--- src/rtl/uor_pkg.sv ---
package uor_pkg;

    localparam int WORD_W = 9;

    typedef enum logic [1:0] {
        ST_HUNT,
        ST_START,
        ST_DATA,
        ST_STOP
    } rx_state_e;

endpackage

--- src/rtl/uor_idle_watch.sv ---
module uor_idle_watch #(
    parameter int OSR = 16
) (
    input  logic clk,
    input  logic rst_n,
    input  logic tick_i,
    input  logic rx_i,
    input  logic nine_i,
    output logic idle_o,
    output logic idle_rise_o
);

    localparam int MAX_RUN = OSR * 11;
    localparam int CW      = $clog2(MAX_RUN + 1);

    typedef struct packed {
        logic [CW-1:0] run;
    } idle_s;

    idle_s q, d;
    logic [CW-1:0] thr;

    always_comb begin
        thr         = nine_i ? CW'(OSR * 11) : CW'(OSR * 10);
        d           = q;
        idle_rise_o = 1'b0;
        if (tick_i) begin
            if (!rx_i) begin
                d.run = '0;
            end else if (q.run < thr) begin
                d.run = q.run + 1'b1;
                idle_rise_o = (q.run + 1'b1 == thr);
            end
        end
        idle_o = (q.run >= thr);
    end

    always_ff @(posedge clk) begin
        if (!rst_n) q <= '0;
        else        q <= d;
    end

    // a low sample on a tick ends the idle indication
    p_idle_drop_r9: assert property (@(posedge clk) disable iff (!rst_n)
        (tick_i && !rx_i) |=> !idle_o);

endmodule

--- src/rtl/uor_frame_fsm.sv ---
module uor_frame_fsm
    import uor_pkg::*;
#(
    parameter int OSR = 16
) (
    input  logic              clk,
    input  logic              rst_n,
    input  logic              tick_i,
    input  logic              rx_i,
    input  logic              nine_i,
    output logic              done_o,
    output logic [WORD_W-1:0] word_o,
    output logic              noise_o,
    output logic              ferr_o
);

    localparam int PW = $clog2(OSR);
    localparam logic [PW-1:0] MID   = PW'(OSR / 2);
    localparam logic [PW-1:0] D_LO  = MID - PW'(1);
    localparam logic [PW-1:0] D_HI  = MID + PW'(1);
    localparam logic [PW-1:0] F_LO  = MID - PW'(3);
    localparam logic [PW-1:0] F_HI  = MID + PW'(3);
    localparam logic [PW-1:0] PH_LAST = PW'(OSR - 1);

    typedef struct packed {
        rx_state_e         st;
        logic [PW-1:0]     ph;
        logic [3:0]        bidx;
        logic [2:0]        ones;
        logic [WORD_W-1:0] sh;
        logic              noise;
        logic              prev;
        logic              done;
        logic [WORD_W-1:0] word;
        logic              noise_out;
        logic              ferr;
    } fsm_s;

    fsm_s q, d;

    logic          in_f, in_d, fall;
    logic [2:0]    n_ones;
    logic [3:0]    last_bit;
    logic [PW-1:0] ph_nx;

    always_comb begin
        d        = q;
        d.done   = 1'b0;
        in_f     = (q.ph >= F_LO) && (q.ph <= F_HI);
        in_d     = (q.ph >= D_LO) && (q.ph <= D_HI);
        fall     = q.prev && !rx_i;
        last_bit = nine_i ? 4'd8 : 4'd7;
        ph_nx    = (q.ph == PH_LAST) ? '0 : q.ph + 1'b1;
        n_ones   = q.ones;
        if (tick_i) begin
            d.prev = rx_i;
            unique case (q.st)
                ST_HUNT: begin
                    if (!rx_i) begin
                        d.st    = ST_START;
                        d.ph    = PW'(1);
                        d.ones  = '0;
                        d.noise = 1'b0;
                    end
                end
                ST_START: begin
                    d.ph = ph_nx;
                    if (in_f) n_ones = q.ones + {2'b00, rx_i};
                    d.ones = n_ones;
                    if (q.ph == F_HI) begin
                        if (n_ones >= 3'd4) d.st = ST_HUNT;
                        else                d.noise = (n_ones != 3'd0);
                    end
                    if (q.ph == PH_LAST) begin
                        d.st   = ST_DATA;
                        d.bidx = '0;
                        d.ones = '0;
                    end
                end
                ST_DATA: begin
                    d.ph = ph_nx;
                    if (in_d) n_ones = q.ones + {2'b00, rx_i};
                    d.ones = n_ones;
                    if (q.ph == D_HI) begin
                        d.sh = {(n_ones >= 3'd2), q.sh[WORD_W-1:1]};
                        if (n_ones != 3'd0 && n_ones != 3'd3) d.noise = 1'b1;
                    end
                    if (q.ph == PH_LAST) begin
                        d.ones = '0;
                        if (q.bidx == last_bit) d.st = ST_STOP;
                        else                    d.bidx = q.bidx + 1'b1;
                    end
                    if (fall) begin
                        if (q.ph != '0 && q.ph < D_LO) begin
                            d.ph   = PW'(1);
                            d.ones = '0;
                        end else if (q.ph > D_HI) begin
                            d.ph   = PW'(1);
                            d.ones = '0;
                            if (q.bidx == last_bit) d.st = ST_STOP;
                            else                    d.bidx = q.bidx + 1'b1;
                        end
                    end
                end
                ST_STOP: begin
                    d.ph = ph_nx;
                    if (in_f) n_ones = q.ones + {2'b00, rx_i};
                    d.ones = n_ones;
                    if (q.ph == F_HI) begin
                        d.done      = 1'b1;
                        d.word      = nine_i ? q.sh : {1'b0, q.sh[WORD_W-1:1]};
                        d.ferr      = (n_ones < 3'd4);
                        d.noise_out = q.noise | (n_ones != 3'd0 && n_ones != 3'd7);
                        d.st        = ST_HUNT;
                        d.ones      = '0;
                    end
                end
                default: d.st = ST_HUNT;
            endcase
        end
    end

    always_ff @(posedge clk) begin
        if (!rst_n) begin
            q      <= '0;
            q.st   <= ST_HUNT;
            q.prev <= 1'b1;
        end else begin
            q <= d;
        end
    end

    assign done_o  = q.done;
    assign word_o  = q.word;
    assign noise_o = q.noise_out;
    assign ferr_o  = q.ferr;

    // a completed frame is only ever reported right after an enable tick
    p_done_after_tick_r5: assert property (@(posedge clk) disable iff (!rst_n)
        q.done |-> $past(tick_i));

    // a start bit that votes high sends the receiver back to hunting
    p_false_start_r6: assert property (@(posedge clk) disable iff (!rst_n)
        (q.st == ST_START && tick_i && q.ph == F_HI && rx_i && q.ones >= 3'd3)
        |=> (q.st == ST_HUNT));

    // an early falling edge inside a data bit pulls the phase back to the bit start
    p_resync_early_r7: assert property (@(posedge clk) disable iff (!rst_n)
        (q.st == ST_DATA && tick_i && q.prev && !rx_i && q.ph != '0 && q.ph < D_LO)
        |=> (q.ph == PW'(1) && q.st == ST_DATA));

endmodule

--- src/rtl/uart_oversample_rx.sv ---
module uart_oversample_rx
    import uor_pkg::*;
#(
    parameter int OSR = 16
) (
    input  logic              clk,
    input  logic              rst_n,
    input  logic              os_tick,
    input  logic              rx_line,
    input  logic              nine_bit,
    input  logic              standby_req,
    input  logic              rd_ack,
    output logic [WORD_W-1:0] rx_data,
    output logic              rx_valid,
    output logic              rx_noise,
    output logic              rx_frame_err,
    output logic              rx_overrun,
    output logic              line_idle,
    output logic              in_standby
);

    typedef struct packed {
        logic [WORD_W-1:0] data;
        logic              valid;
        logic              noise;
        logic              ferr;
        logic              ovr;
        logic              stby;
    } hold_s;

    hold_s q, d;

    logic              fr_done, fr_noise, fr_ferr, idle_rise;
    logic [WORD_W-1:0] fr_word;

    uor_frame_fsm #(.OSR(OSR)) i_fsm (
        .clk     (clk),
        .rst_n   (rst_n),
        .tick_i  (os_tick),
        .rx_i    (rx_line),
        .nine_i  (nine_bit),
        .done_o  (fr_done),
        .word_o  (fr_word),
        .noise_o (fr_noise),
        .ferr_o  (fr_ferr)
    );

    uor_idle_watch #(.OSR(OSR)) i_idle (
        .clk         (clk),
        .rst_n       (rst_n),
        .tick_i      (os_tick),
        .rx_i        (rx_line),
        .nine_i      (nine_bit),
        .idle_o      (line_idle),
        .idle_rise_o (idle_rise)
    );

    always_comb begin
        d = q;
        if (rd_ack) begin
            d.valid = 1'b0;
            d.ovr   = 1'b0;
        end
        if (idle_rise)   d.stby = 1'b0;
        if (standby_req) d.stby = 1'b1;
        if (fr_done && !q.stby) begin
            if (d.valid) begin
                d.ovr = 1'b1;
            end else begin
                d.data  = fr_word;
                d.noise = fr_noise;
                d.ferr  = fr_ferr;
                d.valid = 1'b1;
            end
        end
    end

    always_ff @(posedge clk) begin
        if (!rst_n) q <= '0;
        else        q <= d;
    end

    assign rx_data      = q.data;
    assign rx_valid     = q.valid;
    assign rx_noise     = q.noise;
    assign rx_frame_err = q.ferr;
    assign rx_overrun   = q.ovr;
    assign in_standby   = q.stby;

    // an unread word survives a second completed frame
    p_keep_word_r8: assert property (@(posedge clk) disable iff (!rst_n)
        (rx_valid && !rd_ack && fr_done && !in_standby) |=> ($stable(rx_data) && rx_overrun));

    // a consume pulse with no frame completing empties the holding register
    p_ack_clears_r8: assert property (@(posedge clk) disable iff (!rst_n)
        (rd_ack && !fr_done) |=> (!rx_valid && !rx_overrun));

    // in standby a completed frame does not raise the valid flag
    p_standby_quiet_r10: assert property (@(posedge clk) disable iff (!rst_n)
        (in_standby && fr_done && !rx_valid) |=> !rx_valid);

endmodule

--- config.mk ---
export PLATFORM = sky130hd
export DESIGN_NAME = uart_oversample_rx
export DESIGN_NICKNAME = d
export VERILOG_FILES = /design/src/rtl/uor_pkg.sv /design/src/rtl/uor_idle_watch.sv /design/src/rtl/uor_frame_fsm.sv /design/src/rtl/uart_oversample_rx.sv
export SDC_FILE = /design/constraint.sdc
export NUM_CORES = 1
export LEC_CHECK = 0
export BUFFER_PORTS_ARGS = -buffer_cell sky130_fd_sc_hd__buf_2
export CORE_UTILIZATION = 35
export CTS_CLUSTER_DIAMETER = 100
export CTS_CLUSTER_SIZE = 24
export DETAILED_ROUTE_END_ITERATION = 10
export HOLD_SLACK_MARGIN = 0.05
export PLACE_DENSITY = 0.6
export SYNTH_ARGS = -nofsm -noshare
export SYNTH_HDL_FRONTEND = slang
export SYNTH_SLANG_ARGS = --single-unit
--- constraint.sdc ---
create_clock -name clk -period 5.42 [get_ports clk]
set_input_delay 0.542 -clock clk [delete_from_list [all_inputs] [get_ports clk]]
set_output_delay 0.542 -clock clk [all_outputs]
set_load 0.05 [all_outputs]
# Word-level counts from Yosys, hierarchy flattened
# Cells that the tools add are included.
[classes]
bitwise = 2
magnitude_cmp = 11
add_sub_neg = 4
div_mod_pow = 0
n_mul = 0
reduce_logical = 26
n_eq_ne = 20
muxes = 54
shifts = 0
[op_table]
columns = ["op", "n"]
rows = [
  ["$mux 3", 11],
  ["$mux 4", 7],
  ["$mux 13", 2],
  ["$pmux 6 s4", 1],
  ["$mux 2", 9],
  ["$mux 8", 2],
  ["$mux 7", 2],
  ["$mux 1", 13],
  ["$eq 4x4->1 const B", 3],
  ["$mux 12", 1],
  ["$ne 2x1->1 const B", 6],
  ["$pmux 3 s4", 1],
  ["$reduce_and 3->1", 4],
  ["$reduce_bool 3->1", 4],
  ["$mux 9", 1],
  ["$add 4x1->4 const B", 2],
  ["$add 8x1->8 const B", 1],
  ["$eq 8x8->1", 1],
  ["$ge 4x3->1 const B", 2],
  ["$ge 8x8->1", 1],
  ["$le 4x4->1 const B", 2],
  ["$lt 8x8->1", 1],
  ["$pmux 4 s2", 1],
  ["$logic_and 1x1->1", 7],
  ["other kinds (25)", 32],
]
[word_totals]
romBits = 0
register_bits = 58
latchBits = 0
out_inout_bits = 15
inputBits = 7
mem_bits_rw = 0
memories = 0

# Depth between registers and ports, before layout
# Gate-level depths: netlist of run 1.
[logic_depth]
word_depth = 11
depth_mapped = 8
mapped_depth_nobuf = 7

# Cells and area by module
# A second synthesis of run 1 with hierarchy kept.
[hier_totals]
hier_cells = 396
hier_area_um2 = 3493.4
[by_module_without_submodules]
columns = ["mod", "area_each_um2", "cells_per_inst", "seq_area_each_um2", "n_inst"]
rows = [
  ["uor_frame_fsm", 2244.7, 259, 720.7, 1],
  ["uor_idle_watch", 663.1, 77, 160.2, 1],
  ["uart_oversample_rx", 585.6, 60, 280.3, 1],
]

# Worst setup path before layout of run 1
# OpenSTA, ideal clock, no wires.
[synth_timing]
path_kind = "register to output"
from = "reg i_idle.q[4] (netlist bit)"
to = "out line_idle"
path_buffers = 1
slack_ns = 3.021
path_stages_with_launch = 8
arrival_time_ns = 1.857
required_ns = 4.878
cell_sequence = "dfxtp_1 -> clkbuf_1 -> inv_1 -> ha_1 -> nand2_1 -> o31ai_1 -> a21oi_1 -> nor2b_1"
[synth_between]
elab_chain_len = 1
[synth_lines]
columns = ["item", "line_no", "rtl"]
rows = [
  ["start: declaration", "uor_idle_watch.sv:20", "idle_s q, d;"],
  ["start signal: assignment", "uor_idle_watch.sv:39", "if (!rst_n) q <= '0;"],
  ["start signal: assignment", "uor_idle_watch.sv:40", "else q <= d;"],
  ["$ge 8x8->1", "uor_idle_watch.sv:35", "idle_o = (q.run >= thr);"],
  ["end: declaration", "uart_oversample_rx.sv:18", "output logic line_idle,"],
]
# Every way passes these cells.

# Final worst setup path of run 1
# Ends and elaborated chain as after synthesis.

==> impl_metrics.yaml, run 1 <==
route:
  wl_per_cell_um: 13.7
  ant_nets: 0
  drtPass1Iterations: 5
  drtIter0Drc: 116
  finalWirelength_um: 6960
  drc: 0
  vias_per_cell: 5.32
  num_vias: 2695
critical_path:
  ff2ff_path_depth: 7
  crit_arrival_ns: 1.89
  worstSetupStartpointType: "flip-flop"
  crit_fanout: 8
  endpoint_kind: "output port"
  crit_required_ns: 4.88
  setup.worst_path.class: "reg -> out"
cts:
  htreeDepth: 3
  clock_latency_ns: 0.33
  clk_pin_slew_ns: 0.07
  cts_resized: 0
  cts_inserted_buffers: 9
  cts_tree: "yes"
  clockBufferDepth: 2
  post_cts_buffers: 0
  cts_root_buffer: "clkbuf_8"
  cts.sinks: 58
  hold_buffers: 0
cells_and_area:
  final_util_pct: 40.2
  layout.nets: 416
  n_antenna_cell: 0
  design_area_mm2: 0.00353
  multi_input_area_mm2: 0.00185
  fin_cells: 507
  n_fill_cell: 868
  final_layout_size_suffix_gt1_share_pct: 13.8
  regArea_mm2: 0.00116
  areaGrowthSynthToFinish_pct: 10.9
run:
  maxCapViolCount: 0
floorplanning:
  initial_core_util_pct: 36.3
  dieArea_mm2: 0.00947
  rows: 34
  core_area_mm2: 0.00876
  ioPinCount: 22
  die_x_um: 97.3
  dieHeight_um: 97.3
synth:
  yosys.area.top_type_share_pct: 36.5
  yosysWarnings: 0
  yosysTopAreaCell: "dfxtp_1"
  synthAdderAreaFrac_pct: 5.90
  synth_ff_type: "dfxtp_1"
  synth_simple_gate_area_share_pct: 21.4
  synth.distinct_cells: 65
  syn_inst: 382
  synthTopCellsByArea: "dfxtp_1 37%, mux2i_1 6.3%, ha_1 5.9%, a21oi_1 5.4%, nor2_1 5.2%"
  async_flop_share_pct: 0
  synthMuxAreaShare_pct: 7.36
  synth-xor-area-share_pct: 1.93
  synth_top_family_by_area: "compound AO/OA/AOI/OAI gates"
  synth_compound_area_share_pct: 21.6
  synth_edf_count: 0
  syn_area_per_cell_um2: 8.32
  syn_nets: 404
  synth_seq_area_share_pct: 36.5
  synth_area_mm2: 0.00318
  ys_ff_latch: 58
sta:
  hold_violations: 0
  period_needed_ns: 2.43
  setup_viol: 0
  slew_violations: 0
  setup_total_negative_slack_ns: 0
  rsz0062_at_grt: "false"
  fmax_mhz: 411
  min_period_over_period_pct: 44.9
  slew_headroom_pct: 48.1
  worst_pin_slew_ns: 0.777
  finalClockSkew_ns: 0.00774
hold_path:
  min_path_cells: 2
  hold_class: "in -> reg"
global_routing:
  grt_pass1_vias: 2609
  grtUsageTotal_pct: 15.5
  gr-total-overflow: 0
  grt_pass1_wl_um: 11900
  grt_max_degree: 46
  antenna_found_initial: 0
placement:
  dp.cells: 491
  place_hpwl_um: 4750
  portBuffers: 21
  placed_cell_area_mm2: 0.00332
  gp_congestion: 0.820
run_status:
  status: "completed"
power:
  powerDensity_mw_per_mm2: 255
  p_leak_nw: 1.29
  ir_drop_v: 0.0000845
  finalPower_w: 0.000898
## placed cells by master (no fill, tap or decap), types with 2 or more instances in the layout
cell type and instances:
o21ai_0 10, a21oi_1 34, nand2b_1 3, clkinvlp_4 4, or2_2 2, ha_1 15
a41o_1 2, a22oi_1 4, nor2b_1 6, a211oi_1 13, and2_1 2, nand3_1 16
clkbuf_8 9, inv_1 16, nor3_1 8, xor2_1 4, and3_1 3, mux2i_1 20
o221ai_1 2, o22ai_1 2, nand3b_1 4, xnor2_1 3, a31oi_1 2, nor2_1 44
nand2_1 42, nand4b_1 2, o21ai_2 2, a21o_1 2, mux2_2 3, dfxtp_1 58
buf_2 21, a311oi_1 2, or3_1 2, o31ai_1 4, nand4_1 2
## final cells by class
| cell class | count | area share, % |
|---|---|---|
| multi-input combinational | 286 | 52.5 |
| tap | 108 | 3.83 |
| inverter | 17 | 1.81 |
| timing repair buffer | 22 | 3.19 |
| clock buffer | 9 | 3.51 |
| clock inverter | 7 | 2.20 |
| sequential | 58 | 32.9 |
## critical path, cell delays in order (launching register included)
cell and delay, ns:
dfxtp_1 0.47, inv_1 0.10, ha_1 0.28, nand2_1 0.04
o31ai_1 0.19, a21oi_1 0.10, nor2b_1 0.12, buf_2 0.27
## cell usage after synthesis, types with 3 or more instances
master	number
a21oi_1	34
mux2_2	3
buf_2	5
a211oi_1	13
nand3b_1	4
a22oi_1	4
ha_1	15
clkbuf_1	10
xnor2_1	3
nor3_1	8
xor2_1	4
o31ai_1	4
nor2_1	44
inv_1	16
nand3_1	16
nand2b_1	3
and3_1	3
nor2b_1	6
o21ai_0	10
nand2_1	42
dfxtp_1	58
mux2i_1	20
## path summary, 6_finish.rpt
kind / startpoint / to / slack (ns)
worst max register to register: i_fsm.q[30] / i_fsm.q[13] / 3.27
worst min-delay path: rd_ack / rx_overrun / 0.38
worst max-delay path: i_idle.q[4] / line_idle / 2.99
worst min register to register: rx_data[6] / rx_data[6] / 0.46
## per-stage QoR
step                worst slack [ns]  hold slack, ns
finish                          2.99           0.376
global route                    2.78           0.366
CTS                             2.94           0.355
detailed placement              3.04           0.448
global placement                3.11           0.446
floorplan                       3.02           0.429
## state kept, by name, summed over array words and instances (netlist names)
signal	cells
rx_frame_err	1
i_fsm.q	24
i_fsm.done_o	1
rx_noise	1
in_standby	1
i_idle.q	8
i_fsm.ferr_o	1
rx_data	9
rx_valid	1
i_fsm.noise_o	1
i_fsm.word_o	9
rx_overrun	1
## where the power goes
part | total, W | leakage (nW) | internal (W) | switching, W
combinational | 0.0000593 | 0.734 | 0.0000191 | 0.0000402
clock | 0.000405 | 0.0881 | 0.000214 | 0.000191
sequential | 0.000433 | 0.468 | 0.000429 | 0.00000368
## per-layer routing
| metal | GRT usage, % | vias up | share of wire [%] |
|---|---|---|---|
| li1 | - | 1395 | - |
| met1 | 19.1 | 1247 | 48 |
| met2 | 25.8 | 49 | 47 |
| met3 | 3.74 | 4 | 3.3 |
| met4 | 6.67 | 0 | 0.82 |
| met5 | 0 | - | 0 |
## cells by family (layout without fill, tap and decap cells)
kind of cell               count (synthesis)  count (layout)
AOI/OAI and AO/OA                         97              97
xor gates and xnor gates                   7               7
adders and majority gates                 15              15
buffers and inverters                     38              55
DFF                                       58              58
muxes                                     23              23
and+or+nand+nor                          144             144
Power figures use the tool's default switching activity.
==> inputs of run 2 (changes only) <==
--- a/config.mk
+++ b/config.mk
@@ -5,13 +5,14 @@
 export SDC_FILE = /design/constraint.sdc
 export NUM_CORES = 1
 export LEC_CHECK = 0
+export ABC_AREA = 1
 export BUFFER_PORTS_ARGS = -buffer_cell sky130_fd_sc_hd__buf_2
 export CORE_UTILIZATION = 35
 export CTS_CLUSTER_DIAMETER = 100
 export CTS_CLUSTER_SIZE = 24
 export DETAILED_ROUTE_END_ITERATION = 10
 export HOLD_SLACK_MARGIN = 0.05
-export PLACE_DENSITY = 0.6
+export PLACE_DENSITY = 0.62
 export SYNTH_ARGS = -nofsm -noshare
 export SYNTH_HDL_FRONTEND = slang
 export SYNTH_SLANG_ARGS = --single-unit
==> constraint.sdc (replaced) <==
create_clock -name clk -period 2.1 [get_ports clk]
set_input_delay 0.21 -clock clk [delete_from_list [all_inputs] [get_ports clk]]
set_output_delay 0.21 -clock clk [all_outputs]
set_load 0.05 [all_outputs]
==> run 2 against run 1 <==
Against the previous run:
- total power rose to 2.6 times the previous value
- via count rose by 5.4%
- cell area down 0.21%
- routed wire length rose by 1.1%
- global-route usage rose by 1.8 points
- first-iteration DRC count up 58%
- combinational power increased to 2.6 times the previous value
- sequential cell count did not move
- area after synthesis down 3.0%
- setup slack got worse by 2.8 ns
- core utilization up 1.7 points
- hold slack got worse by 0.29 ns
- critical endpoint unchanged
==> impl_metrics.yaml, run 2 <==
run_status:
  status: "completed"
cts:
  htreeDepth: 3
  post_cts_buffers: 0
  cts_inserted_buffers: 9
  clock_latency_ns: 0.33
  clk_pin_slew_ns: 0.07
  cts_tree: "yes"
  cts.sinks: 58
  cts_root_buffer: "clkbuf_8"
  cts_resized: 0
  hold_buffers: 0
  clockBufferDepth: 2
cells_and_area:
  n_fill_cell: 875
  layout.nets: 488
  areaGrowthSynthToFinish_pct: 14.0
  mostFrequentLayoutCells: "103 x nand2_1, 58 x dfxtp_1, 49 x nor2_1"
  top_register: "i_fsm.q"
  largest_reg_flops: 24
  final_common_cell: "nand2_1"
  n_antenna_cell: 0
  final_layout_size_suffix_gt1_share_pct: 16.3
placement:
  portBuffers: 21
  gp_congestion: 0.952
  dp_slack_ns: 0.237
  place_hpwl_um: 5240
sta:
  finalClockSkew_ns: 0.0142
  slew_violations: 0
  fmax_mhz: 525
  slew_headroom_pct: 65.9
  worst_pin_slew_ns: 0.508
  period_needed_ns: 1.91
  min_period_over_period_pct: 90.7
  worst_slack_ns: 0.195
  rsz0062_at_grt: "false"
  hold_violations: 0
  setup_viol: 0
  setup_total_negative_slack_ns: 0
global_routing:
  grt_pass1_vias: 2777
  gr-total-overflow: 0
  antenna_found_initial: 0
  grt_max_degree: 29
  grt_pass1_wl_um: 12400
  grtUsageTotal_pct: 17.3
route:
  drtIter0Drc: 183
  wl_per_cell_um: 12.2
  drtPass1Iterations: 4
  vias_per_cell: 4.93
  finalWirelength_um: 7040
  ant_nets: 0
  num_vias: 2841
  drc: 0
critical_path:
  setup.worst_path.class: "reg -> out"
  crit_start: "i_idle.q[4]"
  critPathMaxStageDelay_ns: 0.37
  worstSetupStartpointType: "flip-flop"
  crit_buf_inv: 2
  path_cells: "inv_1 -> ha_1 -> o21ai_1 -> nand2_1 -> o41ai_2 -> buf_2"
  crit_arrival_ns: 1.70
  rr_startpoint: "i_fsm.q[31]"
  crit_required_ns: 1.89
  crit_family: "buffers and inverters"
  crit_fanout: 4
  crit_slowest_cell: "dfxtp_1"
  endpoint_kind: "output port"
floorplanning:
  initial_core_util_pct: 36.8
  dieHeight_um: 95.9
  ioPinCount: 22
  dieArea_mm2: 0.00919
  core_area_mm2: 0.00838
  die_x_um: 95.9
  rows: 33
power:
  powerDensity_mw_per_mm2: 658
  p_leak_nw: 1.52
  ir_drop_v: 0.000265
  finalPower_w: 0.00232
synth:
  synth_seq_area_share_pct: 37.6
  synth_compound_area_share_pct: 18.9
  synth_area_mm2: 0.00309
  synth_ff_type: "dfxtp_1"
  yosys.area.top_type_share_pct: 37.6
  synthTopCellsByArea: "dfxtp_1 38%, nand2_1 13%, ha_1 6.1%, nor2_1 6.0%, inv_1 4.6%"
  synth.most_common_cell: "nand2_1"
  syn_nets: 463
  synth_common_cells: "103 x nand2_1, 58 x dfxtp_1, 49 x nor2_1, 38 x inv_1"
  synth_top_family_by_area: "simple AND/OR/NAND/NOR gates"
  ys_ff_latch: 58
  async_flop_share_pct: 0
  syn_inst: 441
  synthMuxAreaShare_pct: 0
  yosysWarnings: 0
  yosysTopAreaCell: "dfxtp_1"
  synth.distinct_cells: 38
  synthAdderAreaFrac_pct: 6.08
  synth_simple_gate_area_share_pct: 27.7
  syn_area_per_cell_um2: 7.00
  synth_edf_count: 0
  synth-xor-area-share_pct: 1.42
hold_path:
  hold_class: "in -> reg"
  min_from: "standby_req"
run:
  maxCapViolCount: 0
run 2: cell types whose count changed after synthesis, moves of 5 or more:
cell / delta
o21ai_1: +18
mux2i_1: -20
nor2b_1: -6
nand2_1: +61
nand2_2: +7
a31oi_1: +7
o21ai_0: +18
nor2_1: +5
inv_1: +22
a21oi_1: -6
inv_2: +10
a211oi_1: -11
run 2: through the flow:
step	utilization, %	cells	area, um^2	hold WS, ns
floorplan	-	441	3090	0.327
global placement	39.5	560	3310	0.418
detailed placement	39.5	560	3310	0.430
CTS	42.0	576	3520	0.0818
global route	42.0	576	3520	0.0894
finish	42.0	576	3520	0.0897
run 2: cell type report:
type | count | area (um^2) | area share, %
Inverter | 53 | 199 | 5.65
Timing Repair Buffer | 26 | 143 | 4.05
Tap cell | 105 | 131 | 3.73
Multi-Input combinational cell | 318 | 1680 | 47.8
Clock inverter | 6 | 66.3 | 1.88
Clock buffer | 10 | 138 | 3.91
Sequential cell | 58 | 1160 | 33.0
run 2: logic make-up (layout without fill, tap and decap cells):
logic type                 Yosys count  count (layout)
xor gates and xnor gates             5               5
buffers and inverters               65              95
AOI/OAI and AO/OA                  100             100
and+or+nand+nor                    198             198
DFF                                 58              58
adders and majority gates           15              15
run 2: path summary, 6_finish.rpt:
path,cells past startpoint,to,slack (ns)
setup reg to reg,13,i_fsm.q[35],0.27
hold reg to reg,1,rx_overrun,0.47
setup / recovery,6,line_idle,0.19
hold / removal,3,in_standby,0.09
run 2: worst min-delay path, cell delays in order:
cell     delay, ns
buf_2         0.08
a21oi_1       0.03
nor2_1        0.06
run 2: layer usage:
| layer | global-route usage, % | vias to the layer above | wire (um) |
|---|---|---|---|
| li1 | - | 1497 | - |
| met1 | 21.8 | 1290 | 3540 |
| met2 | 29.8 | 45 | 3210 |
| met3 | 2.84 | 9 | 207 |
| met4 | 6.22 | 0 | 83 |
| met5 | 0 | - | 0 |
run 2: report_power, final:
group	switching [W]	total [W]	internal, W
clock network	0.000466	0.00105	0.000579
logic	0.000105	0.000152	0.0000474
registers	0.00000884	0.00112	0.00111
total	0.000580	0.00232	0.00174
